--- config.mk ---
export PLATFORM = sky130hd
export DESIGN_NAME = sbmb_bridge
export DESIGN_NICKNAME = d
export VERILOG_FILES = /design/src/rtl/sbmb_pkg.sv /design/src/rtl/sbmb_regs.sv /design/src/rtl/sbmb_decode.sv /design/src/rtl/sbmb_seq.sv /design/src/rtl/sbmb_bridge.sv
export SDC_FILE = /design/constraint.sdc
export NUM_CORES = 1
export LEC_CHECK = 0
export BUFFER_PORTS_ARGS = -buffer_cell sky130_fd_sc_hd__buf_2
export CORE_ASPECT_RATIO = 0.75
export CORE_MARGIN = 2
export CORE_UTILIZATION = 50
export DETAILED_ROUTE_END_ITERATION = 10
export GPL_ROUTABILITY_DRIVEN = 0
export PLACE_DENSITY = 0.79
export SYNTH_ARGS = -nofsm -noshare
export SYNTH_HDL_FRONTEND = slang
export SYNTH_SLANG_ARGS = --single-unit
--- constraint.sdc ---
create_clock -name clk -period 4.6 [get_ports clk]
set_clock_uncertainty 0.05 [all_clocks]
set_input_delay 0.69 -clock clk [delete_from_list [all_inputs] [get_ports clk]]
set_output_delay 0.69 -clock clk [all_outputs]
set_load 0.01 [all_outputs]
--- src/rtl/sbmb_pkg.sv ---
package sbmb_pkg;

   localparam int ADDR_W   = 32;
   localparam int HOST_W   = 32;
   localparam int OFFLO_W  = 8;
   localparam int EXTHI_W  = ADDR_W - OFFLO_W;

   typedef enum logic [1:0] {
      REG_CMD  = 2'd0,
      REG_EXT  = 2'd1,
      REG_DATA = 2'd2
   } reg_sel_e;

   typedef enum logic {
      ST_IDLE = 1'b0,
      ST_WAIT = 1'b1
   } seq_state_e;

   typedef struct packed {
      logic [7:0]        opcode;
      logic [7:0]        port;
      logic [3:0]        be;
      logic              write;
      logic [ADDR_W-1:0] addr;
   } sb_fields_t;

endpackage

--- src/rtl/sbmb_regs.sv ---
module sbmb_regs
   import sbmb_pkg::*;
#(
   parameter int DATA_W = 32
) (
   input  logic                 clk,
   input  logic                 rst_n,
   input  logic                 wr_ext,
   input  logic                 wr_data,
   input  logic [HOST_W-1:0]    wdata,
   input  logic                 load_rd,
   input  logic [DATA_W-1:0]    rd_value,
   output logic [EXTHI_W-1:0]   ext_hi,
   output logic [DATA_W-1:0]    data_q
);

   always_ff @(posedge clk or negedge rst_n) begin
      if (!rst_n) begin
         ext_hi <= '0;
      end else if (wr_ext) begin
         ext_hi <= wdata[HOST_W-1:OFFLO_W];
      end
   end

   // a read result lands after a same-cycle host data write and wins
   always_ff @(posedge clk or negedge rst_n) begin
      if (!rst_n) begin
         data_q <= '0;
      end else if (load_rd) begin
         data_q <= rd_value;
      end else if (wr_data) begin
         data_q <= wdata[DATA_W-1:0];
      end
   end

endmodule

--- src/rtl/sbmb_decode.sv ---
module sbmb_decode
   import sbmb_pkg::*;
#(
   parameter logic [7:0] BLOCKED_PORT = 8'h05,
   parameter bit         BLOCK_EN     = 1'b1
) (
   input  logic [31:4]          cmd_hi,
   input  logic [EXTHI_W-1:0]   ext_hi,
   output sb_fields_t           fields,
   output logic                 reject
);

   always_comb begin
      fields.opcode = cmd_hi[31:24];
      fields.port   = cmd_hi[23:16];
      fields.be     = cmd_hi[7:4];
      fields.write  = cmd_hi[24];
      fields.addr   = {ext_hi, {OFFLO_W{1'b0}}} | {{EXTHI_W{1'b0}}, cmd_hi[15:8]};
   end

   generate
      if (BLOCK_EN) begin : g_block
         assign reject = (cmd_hi[23:16] == BLOCKED_PORT);
      end else begin : g_open
         assign reject = 1'b0;
      end
   endgenerate

endmodule

--- src/rtl/sbmb_seq.sv ---
module sbmb_seq
   import sbmb_pkg::*;
#(
   parameter int DATA_W = 32,
   parameter int TMO_W  = 16
) (
   input  logic               clk,
   input  logic               rst_n,
   input  logic               cmd_wr,
   input  logic               reject,
   input  sb_fields_t         fields_in,
   input  logic [DATA_W-1:0]  data_now,
   input  logic [TMO_W-1:0]   tmo_limit,
   input  logic               sb_rsp,
   input  logic [DATA_W-1:0]  sb_rdata,
   output logic               busy,
   output logic               done,
   output logic               err_reject,
   output logic               err_timeout,
   output logic               overrun,
   output sb_fields_t         req_q,
   output logic [DATA_W-1:0]  wdata_q,
   output logic               load_rd,
   output logic [DATA_W-1:0]  rd_value
);

   seq_state_e       st;
   logic [TMO_W-1:0] wait_cnt;
   logic [TMO_W-1:0] last_cnt;

   assign busy     = (st == ST_WAIT);
   assign last_cnt = (tmo_limit == '0) ? '0 : tmo_limit - 1'b1;
   assign load_rd  = busy && sb_rsp && !req_q.write;
   assign rd_value = sb_rdata;

   always_ff @(posedge clk or negedge rst_n) begin
      if (!rst_n) begin
         st          <= ST_IDLE;
         wait_cnt    <= '0;
         done        <= 1'b0;
         err_reject  <= 1'b0;
         err_timeout <= 1'b0;
         overrun     <= 1'b0;
         req_q       <= '0;
         wdata_q     <= '0;
      end else begin
         done <= 1'b0;
         if (st == ST_WAIT) begin
            if (cmd_wr) begin
               overrun <= 1'b1;
            end
            if (sb_rsp) begin
               st       <= ST_IDLE;
               done     <= 1'b1;
               wait_cnt <= '0;
            end else if (wait_cnt >= last_cnt) begin
               st          <= ST_IDLE;
               done        <= 1'b1;
               err_timeout <= 1'b1;
               wait_cnt    <= '0;
            end else begin
               wait_cnt <= wait_cnt + 1'b1;
            end
         end else if (cmd_wr) begin
            err_reject  <= reject;
            err_timeout <= 1'b0;
            if (reject) begin
               done <= 1'b1;
            end else begin
               st       <= ST_WAIT;
               wait_cnt <= '0;
               req_q    <= fields_in;
               wdata_q  <= data_now;
            end
         end
      end
   end

endmodule

--- src/rtl/sbmb_bridge.sv ---
module sbmb_bridge
   import sbmb_pkg::*;
#(
   parameter int         DATA_W       = 32,
   parameter int         TMO_W        = 16,
   parameter logic [7:0] BLOCKED_PORT = 8'h05,
   parameter bit         BLOCK_EN     = 1'b1
) (
   input  logic               clk,
   input  logic               rst_n,
   input  logic               reg_wr,
   input  logic [1:0]         reg_addr,
   input  logic [31:0]        reg_wdata,
   input  logic [TMO_W-1:0]   tmo_limit,
   output logic [DATA_W-1:0]  mdr_q,
   output logic [31:0]        ext_q,
   output logic               busy,
   output logic               done,
   output logic               err_reject,
   output logic               err_timeout,
   output logic               overrun,
   output logic               sb_req,
   output logic               sb_write,
   output logic [7:0]         sb_opcode,
   output logic [7:0]         sb_port,
   output logic [3:0]         sb_be,
   output logic [31:0]        sb_addr,
   output logic [DATA_W-1:0]  sb_wdata,
   input  logic               sb_rsp,
   input  logic [DATA_W-1:0]  sb_rdata
);

   generate
      if (DATA_W < 8 || DATA_W > HOST_W) begin : g_bad_data_w
         $error("sbmb_bridge: DATA_W must lie in 8..32");
      end
      if (TMO_W < 2) begin : g_bad_tmo_w
         $error("sbmb_bridge: TMO_W must be at least 2");
      end
   endgenerate

   logic               cmd_wr, wr_ext, wr_data;
   logic [EXTHI_W-1:0] ext_hi;
   sb_fields_t         fields;
   sb_fields_t         req_q;
   logic               reject;
   logic               load_rd;
   logic [DATA_W-1:0]  rd_value;

   assign cmd_wr  = reg_wr && (reg_addr == REG_CMD);
   assign wr_ext  = reg_wr && (reg_addr == REG_EXT);
   assign wr_data = reg_wr && (reg_addr == REG_DATA);

   sbmb_regs #(.DATA_W(DATA_W)) u_regs (
      .clk      (clk),
      .rst_n    (rst_n),
      .wr_ext   (wr_ext),
      .wr_data  (wr_data),
      .wdata    (reg_wdata),
      .load_rd  (load_rd),
      .rd_value (rd_value),
      .ext_hi   (ext_hi),
      .data_q   (mdr_q)
   );

   sbmb_decode #(.BLOCKED_PORT(BLOCKED_PORT), .BLOCK_EN(BLOCK_EN)) u_decode (
      .cmd_hi (reg_wdata[31:4]),
      .ext_hi (ext_hi),
      .fields (fields),
      .reject (reject)
   );

   sbmb_seq #(.DATA_W(DATA_W), .TMO_W(TMO_W)) u_seq (
      .clk         (clk),
      .rst_n       (rst_n),
      .cmd_wr      (cmd_wr),
      .reject      (reject),
      .fields_in   (fields),
      .data_now    (mdr_q),
      .tmo_limit   (tmo_limit),
      .sb_rsp      (sb_rsp),
      .sb_rdata    (sb_rdata),
      .busy        (busy),
      .done        (done),
      .err_reject  (err_reject),
      .err_timeout (err_timeout),
      .overrun     (overrun),
      .req_q       (req_q),
      .wdata_q     (sb_wdata),
      .load_rd     (load_rd),
      .rd_value    (rd_value)
   );

   assign ext_q     = {ext_hi, {OFFLO_W{1'b0}}};
   assign sb_req    = busy;
   assign sb_write  = req_q.write;
   assign sb_opcode = req_q.opcode;
   assign sb_port   = req_q.port;
   assign sb_be     = req_q.be;
   assign sb_addr   = req_q.addr;

endmodule

==> results.cfg, run 1 <==
[clock_network]
cts_tree = done
cts_buffer_depth = 2
holdBufCountCts = 0
cts-buffers-inserted = 17
clk_latency_ps = 410
cts.sink_count = 161
path_clk_slew_ps = 70
cts-htree-levels = 4
cts_resized = 0
root_buffer = clkbuf_16
cts_setup_buffers = 0

[synth]
syn_avg_cell_area_um2 = 9.60
ys_seq_elements = 161
syn_area_mm2 = 0.00734
yosys.area.top_type_share_pct = 54.9
synth_area_leader_cell = dfrtp_1
synth_edf_count = 0
synth_async_sr_flop_share_pct = 100
ys_types = 45
synth_warnings = 0
postSynthCellCount = 765
synth_ff_type = dfrtp_1
yosys-top-cells-area = dfrtp_1 55%, nand2_1 16%, mux2i_1 4.4%
seq_area_frac_synth_pct = 54.9

[grt]
grt_max_degree = 107
grt_pass1_wl_um = 31100
grt_use_total_pct = 25.8
grt.overflow.total = 0
antenna_found_initial = 0
first_global_vias = 6075

[floorplan]
die_h_um = 109
core-area_mm2 = 0.0144
die-width_um = 144
rows = 38
io_pins = 241
die-area_mm2 = 0.0157
start_util_pct = 51.0

[place]
dpl_cell_area_mm2 = 0.00866
place_hpwl_um = 13600
post-place-ws_ps = 836
port-buffer-count = 232

[final_layout]
nets = 1092
layout-drive-gt1-share_pct = 30.7
layout_commonest_cell = nand2_1
final_util_pct = 64.0
seq_area_mm2 = 0.00403
fill_cells = 1204
syn_to_final_growth_pct = 25.6
antenna-diode-count = 0
layout_common_cells = 312 x nand2_1, 231 x buf_2, 161 x dfrtp_1
multi_input_area_mm2 = 0.00308
final_area_mm2 = 0.00923

[worst_setup_path]
worstSetupPathType = in -> reg
cp.arrival_ps = 3650
required_ps = 4870
path_max_fanout = 18
reg2reg_depth = 8
r2r_slack_ps = 2100
startpoint_type = input port
cp-end-kind = register

[drt]
dr.pass1.iters = 5
ant_nets = 0
wire_per_inst_um = 16.1
routed_via_density = 5.20
drc = 0
vias = 6240
drt_wl_total_um = 19300
drt_iter0_markers = 347

[flow_run]
cap_violations = 0

[outcome]
status = complete, no violations

[power_and_ir_drop]
p_per_area_mw_per_mm2 = 470
total_leakage_power_uw = 0.00508
vdd_drop_max_mv = 0.268

[sta]
period_share_pct = 73.6
hold_ws_ps = 335
layout_min_cycle_time_ps = 3390
hold_viol = 0
slew_viol_final = 0
tightest_slew_ps = 970
finalSetupViolations = 0
rsz0062_at_grt = no
slew_headroom_pct = 35.3
tns_ps = 0
setup_ws_ps = 1210
timing.fmax_mhz = 295

[min_path]
hp-class = in -> async
-- path summary, 6_finish.rpt --
| path | start | end |
|---|---|---|
| max | tmo_limit[7] | u_seq.wait_cnt[12]$_DFFE_PN0P_ |
| min | rst_n | u_seq.done$_DFF_PN0_ |
| max reg2reg | u_seq.wait_cnt[2]$_DFFE_PN0P_ | u_seq.wait_cnt[5]$_DFFE_PN0P_ |
| min reg2reg | u_seq.req_q[31]$_DFFE_PN0P_ | u_seq.req_q[31]$_DFFE_PN0P_ |
| max in group asynchronous | rst_n | u_regs.ext_hi[14]$_DFFE_PN0P_ |
| min in group clk | u_seq.req_q[31]$_DFFE_PN0P_ | u_seq.req_q[31]$_DFFE_PN0P_ |
-- critical path: stages --
cell and delay [ps]:
buf_2 120, nor4_1 360, nor2b_1 240, nand3_1 130, nor4_1 280, xor2_1 180
nand2_1 70, ha_1 290, nand2_1 60, o21ai_0 130, nor2_2 610, nand2_4 190
o32ai_2 280
-- flip-flops by register name, summed over array words and instances, names as in the netlist --
| register | flops |
|---|---|
| u_regs.data_q | 32 |
| u_regs.ext_hi | 24 |
| u_seq.busy | 1 |
| u_seq.done | 1 |
| u_seq.err_reject | 1 |
| u_seq.err_timeout | 1 |
| u_seq.overrun | 1 |
| u_seq.req_q | 52 |
| u_seq.wait_cnt | 16 |
| u_seq.wdata_q | 32 |
-- cell usage after synthesis (2+ instances only) --
library cell,number
nor2_1,10
nor2_2,2
nor3_1,3
mux2_2,24
dfrtp_1,161
xnor2_1,5
buf_1,5
xor2_1,13
mux2i_1,32
buf_2,8
nor4_1,6
and3_1,8
a31oi_1,15
nor2b_1,3
ha_1,19
a22o_1,2
nand2b_1,3
buf_4,14
a21oi_1,12
inv_1,7
nand3_1,7
o21ai_0,38
nand3b_1,8
and2_1,2
nand2_1,313
a21o_1,3
clkbuf_1,18
nand4_1,7
-- cell families (layout without fill, tap and decap cells) --
| kind of cell | Yosys count | count (layout) | share of synthesized area [%] |
|---|---|---|---|
| AO/OA/AOI/OAI | 80 | 80 | 6.75 |
| AND/OR/NAND/NOR | 377 | 377 | 21.2 |
| adder cells (fa/ha/maj) | 19 | 19 | 3.24 |
| other | 1 | 8 | 0.0511 |
| buffers and inverters | 53 | 280 | 3.66 |
| multiplexers | 56 | 56 | 8.04 |
| flip-flops | 161 | 161 | 54.9 |
| XOR/XNOR | 18 | 18 | 2.15 |
-- report_power, final --
part / internal (uW) / switching, uW
clock network: 721 / 634
registers: 1740 / 226
logic: 432 / 587
total: 2890 / 1450
-- through the flow --
stage | std cells | total power [uW]
5_1_grt | 1199 | 4590
4_1_cts | 1199 | 4380
3_3_place_gp | 1168 | 2980
2_1_floorplan | 772 | 2470
6_report | 1199 | 4340
3_5_place_dp | 1168 | 3020
-- cell type report --
cell class	count	area share, %
sequential	161	43.7
clock inverter	14	1.57
tap	200	2.71
multi-input combinational	558	33.4
inverter	7	0.285
clock buffer	17	4.61
timing repair buffer	242	13.7
-- per-layer routing --
| layer | global-route usage, % | vias to the layer above | routed length [um] | part of all wire (%) |
|---|---|---|---|---|
| met5 | 0 | - | 0 | 0 |
| met3 | 6.90 | 18 | 1580 | 8.2 |
| met2 | 42.6 | 229 | 9060 | 47 |
| met1 | 33.7 | 3033 | 8470 | 44 |
| met4 | 7.49 | 0 | 191 | 0.99 |
| li1 | - | 2960 | - | - |
Note: power is estimated with default switching activity, not from simulation.
==> run 2: changes to the inputs <==
==> constraint.sdc (replaced) <==
create_clock -name clk -period 3.5 [get_ports clk]
set_clock_uncertainty 0.05 [all_clocks]
set_input_delay 0.525 -clock clk [delete_from_list [all_inputs] [get_ports clk]]
set_output_delay 0.525 -clock clk [all_outputs]
set_load 0.01 [all_outputs]
==> results.cfg, run 2 (synthesis results as in run 1) <==
[worst_setup_path]
cp_num_buf_inv = 2
r2r_slack_ps = 1130
startpoint_type = input port
worstSetupPathType = in -> reg
path_max_fanout = 18
cpMaxStageDelayCell = nand4_1
cp-end-kind = register
crit_chain = buf_2, nor4_1, nor2b_1, nand4_1, and2_1, ha_1, nand2b_1, a31oi_2, o221ai_2, a211oi_4, buf_4, nand3b_1, a31oi_1
cp.arrival_ps = 3410
required_ps = 3760
cp_slowest_stage_delay_ps = 320
cp_top_family = simple AND/OR/NAND/NOR gates

[sta]
slew_headroom_pct = 54.6
tns_ps = 0
setup_ws_ps = 349
timing.fmax_mhz = 317
slew_viol_final = 0
rsz0062_at_grt = no
tightest_slew_ps = 680
layout_min_cycle_time_ps = 3150
period_share_pct = 90.0
hold_viol = 0
hold_ws_ps = 35.8
finalSetupViolations = 0

[power_and_ir_drop]
sw_frac_of_total_pct = 32.1
power.internal_uw = 3960
total_leakage_power_uw = 0.00514
p_per_area_mw_per_mm2 = 626
pwr-share-clk_pct = 32.7
p_sw_uw = 1870
comb_power_share_pct = 23.1
seqPwrFrac_pct = 44.2
vdd_drop_max_mv = 0.323

[floorplan]
io_pins = 241
die-width_um = 144
die_h_um = 109
rows = 38
die-area_mm2 = 0.0157
start_util_pct = 51.0
core-area_mm2 = 0.0144

[final_layout]
reg_top3 = u_seq.req_q: 52 flops, u_regs.data_q: 32 flops, u_seq.wdata_q: 32 flops
top_register = u_seq.req_q
layout_commonest_cell = nand2_1
antenna-diode-count = 0
largest_reg_flops = 52
nets = 1098
layout_common_cells = 312 x nand2_1, 231 x buf_2, 161 x dfrtp_1
syn_to_final_growth_pct = 26.9
final_util_pct = 64.7
layout-drive-gt1-share_pct = 31.2

[drt]
drt_iter0_markers = 330
wire_per_inst_um = 15.9
ant_nets = 0
vias = 6110
drt_wl_total_um = 19200
drc = 0
dr.pass1.iters = 4
routed_via_density = 5.07

[grt]
first_global_vias = 5975
antenna_found_initial = 1
grt_pass1_wl_um = 30900
grt.overflow.total = 0
grt_use_total_pct = 25.6
grt_max_degree = 71

[clock_network]
cts_setup_buffers = 0
clk_latency_ps = 410
root_buffer = clkbuf_16
cts_buffer_depth = 2
holdBufCountCts = 0
cts-buffers-inserted = 17
cts_resized = 0
cts_tree = done
path_clk_slew_ps = 70
cts-htree-levels = 4
cts.sink_count = 161

[min_path]
hp-class = in -> async

[place]
post-place-ws_ps = -6.51
place_hpwl_um = 14000
port-buffer-count = 232

[flow_run]
cap_violations = 0

[outcome]
status = complete, no violations
-- run 2: cell types whose count changed in the layout (fill, tap and decap cells not counted), sizes merged --
cell and delta:
inv -1, buf +6, clkinv -1, bufinv +2
clkbuf +1
-- run 2: worst reg2reg max path, stage by stage, from the launching register on --
cell and delay [ps]:
dfrtp_1 440, ha_1 350, a211o_1 270, a31oi_2 170, o221ai_2 140, a211oi_4 270, buf_4 280, nand3b_1 100
a31oi_1 210
-- run 2: routing by layer --
layer | track usage [%] | routed length [um] | up-vias
met4 | 6.02 | 144 | 0
li1 | - | - | 2975
met3 | 7.73 | 1500 | 10
met1 | 34.6 | 8560 | 2926
met5 | 0 | 0 | -
met2 | 41.1 | 9030 | 199
-- run 2: metrics by stage --
stage | power [uW] | cells | area, um^2
4_1_cts | 5880 | 1206 | 9320
3_3_place_gp | 3920 | 1174 | 8710
3_5_place_dp | 3960 | 1174 | 8710
6_report | 5830 | 1206 | 9320
2_1_floorplan | 3240 | 772 | 7370
5_1_grt | 6160 | 1206 | 9320
-- run 2: path summary, 6_finish.rpt --
path	endpoint	depth (start not counted)	startpoint
min in group clk	u_regs.data_q[3]$_DFFE_PN0P_	3	sb_rdata[3]
max	u_seq.wait_cnt[6]$_DFFE_PN0P_	13	tmo_limit[7]
max reg2reg	u_seq.wait_cnt[6]$_DFFE_PN0P_	8	u_seq.wait_cnt[2]$_DFFE_PN0P_
min	u_seq.overrun$_DFFE_PN0P_	1	rst_n
max in group asynchronous	u_seq.req_q[3]$_DFFE_PN0P_	2	rst_n
min reg2reg	u_seq.req_q[28]$_DFFE_PN0P_	2	u_seq.req_q[28]$_DFFE_PN0P_
-- run 2: power groups by stage --
stage               clock (uW)  sequential, uW  combinational (uW)
floorplan                    0            2770                 475
global placement             0            2590                1330
detailed placement           0            2600                1360
CTS                       1940            2580                1360
global route              2020            2630                1510
finish                    1910            2580                1350
-- run 2: final cells by class --
class	count	area, um^2
clock buffer	18	439
clock inverter	14	166
fill	1198	5090
inverter	7	26.3
multi-input combinational	558	3080
sequential	161	4030
tap	200	250
timing repair buffer	248	1330
==> run 3: changes to the inputs <==
--- a/config.mk
+++ b/config.mk
@@ -8,10 +8,10 @@
 export BUFFER_PORTS_ARGS = -buffer_cell sky130_fd_sc_hd__buf_2
 export CORE_ASPECT_RATIO = 0.75
 export CORE_MARGIN = 2
-export CORE_UTILIZATION = 50
+export CORE_UTILIZATION = 51
 export DETAILED_ROUTE_END_ITERATION = 10
 export GPL_ROUTABILITY_DRIVEN = 0
-export PLACE_DENSITY = 0.79
+export PLACE_DENSITY = 0.8
 export SYNTH_ARGS = -nofsm -noshare
 export SYNTH_HDL_FRONTEND = slang
 export SYNTH_SLANG_ARGS = --single-unit
==> results.cfg, run 3 (synthesis results as in run 1) <==
[grt]
grt.overflow.total = 0
grt_max_degree = 82
grt_use_total_pct = 25.5
grt_pass1_wl_um = 30400
antenna_found_initial = 0
first_global_vias = 5818

[clock_network]
path_clk_slew_ps = 70
cts_buffer_depth = 2
cts_setup_buffers = 0
cts-htree-levels = 4
clk_latency_ps = 410
cts-buffers-inserted = 17
root_buffer = clkbuf_16
cts_tree = done
cts_resized = 0
cts.sink_count = 161
holdBufCountCts = 0

[final_layout]
largest_reg_flops = 52
final_util_pct = 66.9
top_register = u_seq.req_q
seq_area_mm2 = 0.00403
multi_input_area_mm2 = 0.00309
antenna-diode-count = 0
fill_cells = 1146
layout-drive-gt1-share_pct = 31.0
syn_to_final_growth_pct = 26.6
nets = 1096
layout_commonest_cell = nand2_1
layout_common_cells = 312 x nand2_1, 231 x buf_2, 161 x dfrtp_1
reg_top3 = u_seq.req_q: 52 flops, u_regs.data_q: 32 flops, u_seq.wdata_q: 32 flops

[sta]
timing.fmax_mhz = 311
slew_headroom_pct = 48.1
hold_viol = 0
finalSetupViolations = 0
layout_min_cycle_time_ps = 3210
period_share_pct = 91.7
tightest_slew_ps = 767
hold_ws_ps = 26.9
slew_viol_final = 0
rsz0062_at_grt = no

[floorplan]
die-width_um = 143
die-area_mm2 = 0.0154
die_h_um = 108
core-area_mm2 = 0.0139
start_util_pct = 52.9
rows = 37
io_pins = 241

[worst_setup_path]
cpMaxStageDelayCell = nor4_1
crit_chain = buf_2, nor4_1, nor2b_1, nand4_1, and2_1, ha_1, nand2b_1, a31oi_2, o221ai_2, a211oi_4, buf_4, nand2_4, o32ai_2
cp_slowest_stage_delay_ps = 330
reg2reg_depth = 8
required_ps = 3770
startpoint_type = input port
r2r_slack_ps = 1070
path_max_fanout = 19
worstSetupPathType = in -> reg
cp.arrival_ps = 3480
cp-end-kind = register

[drt]
drc = 0
ant_nets = 0
drt_iter0_markers = 361
dr.pass1.iters = 5
routed_via_density = 5.26
vias = 6201
drt_wl_total_um = 19100
wire_per_inst_um = 16.2

[place]
port-buffer-count = 232
place_hpwl_um = 13700

[power_and_ir_drop]
vdd_drop_max_mv = 0.381
power.total_uw = 5860
p_per_area_mw_per_mm2 = 630
total_leakage_power_uw = 0.00514

[outcome]
status = complete, no violations

[min_path]
hp-class = in -> async

[flow_run]
cap_violations = 0
run 3: cell type report:
cell class                 instances  share of cell area, %
clock buffer                      18                   4.62
clock inverter                    14                   1.97
inverter                           7                  0.283
tap                              175                   2.36
timing repair buffer             246                   14.2
sequential                       161                   43.3
multi-input combinational        558                   33.2
run 3: per-stage QoR:
step / cells / setup TNS [ps] / cell area [um^2] / worst slack [ps]
after floorplan: 772 / 0 / 7370 / 51.5
after global placement: 1147 / 0 / 8680 / 21.8
after detailed placement: 1147 / -107 / 8680 / -102
after CTS: 1179 / 0 / 9300 / 326
after global routing: 1179 / 0 / 9300 / 110
final: 1179 / 0 / 9300 / 289
run 3: worst paths after layout:
kind | end | startpoint
worst max-delay path | u_seq.wait_cnt[12]$_DFFE_PN0P_ | tmo_limit[7]
worst min-delay path | u_seq.wdata_q[25]$_DFFE_PN0P_ | rst_n
worst max register to register | u_seq.wait_cnt[12]$_DFFE_PN0P_ | u_seq.wait_cnt[2]$_DFFE_PN0P_
worst min register to register | u_seq.req_q[52]$_DFFE_PN0P_ | u_seq.req_q[52]$_DFFE_PN0P_
max in group asynchronous | u_seq.req_q[29]$_DFFE_PN0P_ | rst_n
min in group clk | u_regs.data_q[5]$_DFFE_PN0P_ | sb_rdata[5]
run 3: where the power goes:
group / switching [uW] / total (uW) / internal, uW / leakage [uW]
registers: 289 / 2570 / 2280 / 0.00202
logic: 770 / 1340 / 574 / 0.00283
clock network: 842 / 1940 / 1100 / 0.000302
run 3: routing by layer:
metal	vias to the layer above	GRT usage, %	routed length (um)
li1	2977	-	-
met1	2981	33.3	8290
met2	218	41.8	9050
met3	25	7.30	1460
met4	0	7.36	284
met5	-	0	0
run 3: critical path, delay by kind of cell:
family	cells	cell delay, ps
AOI/OAI and AO/OA	4	860
adders and majority gates	1	260
buffers and inverters	2	380
and+or+nand+nor	6	1450
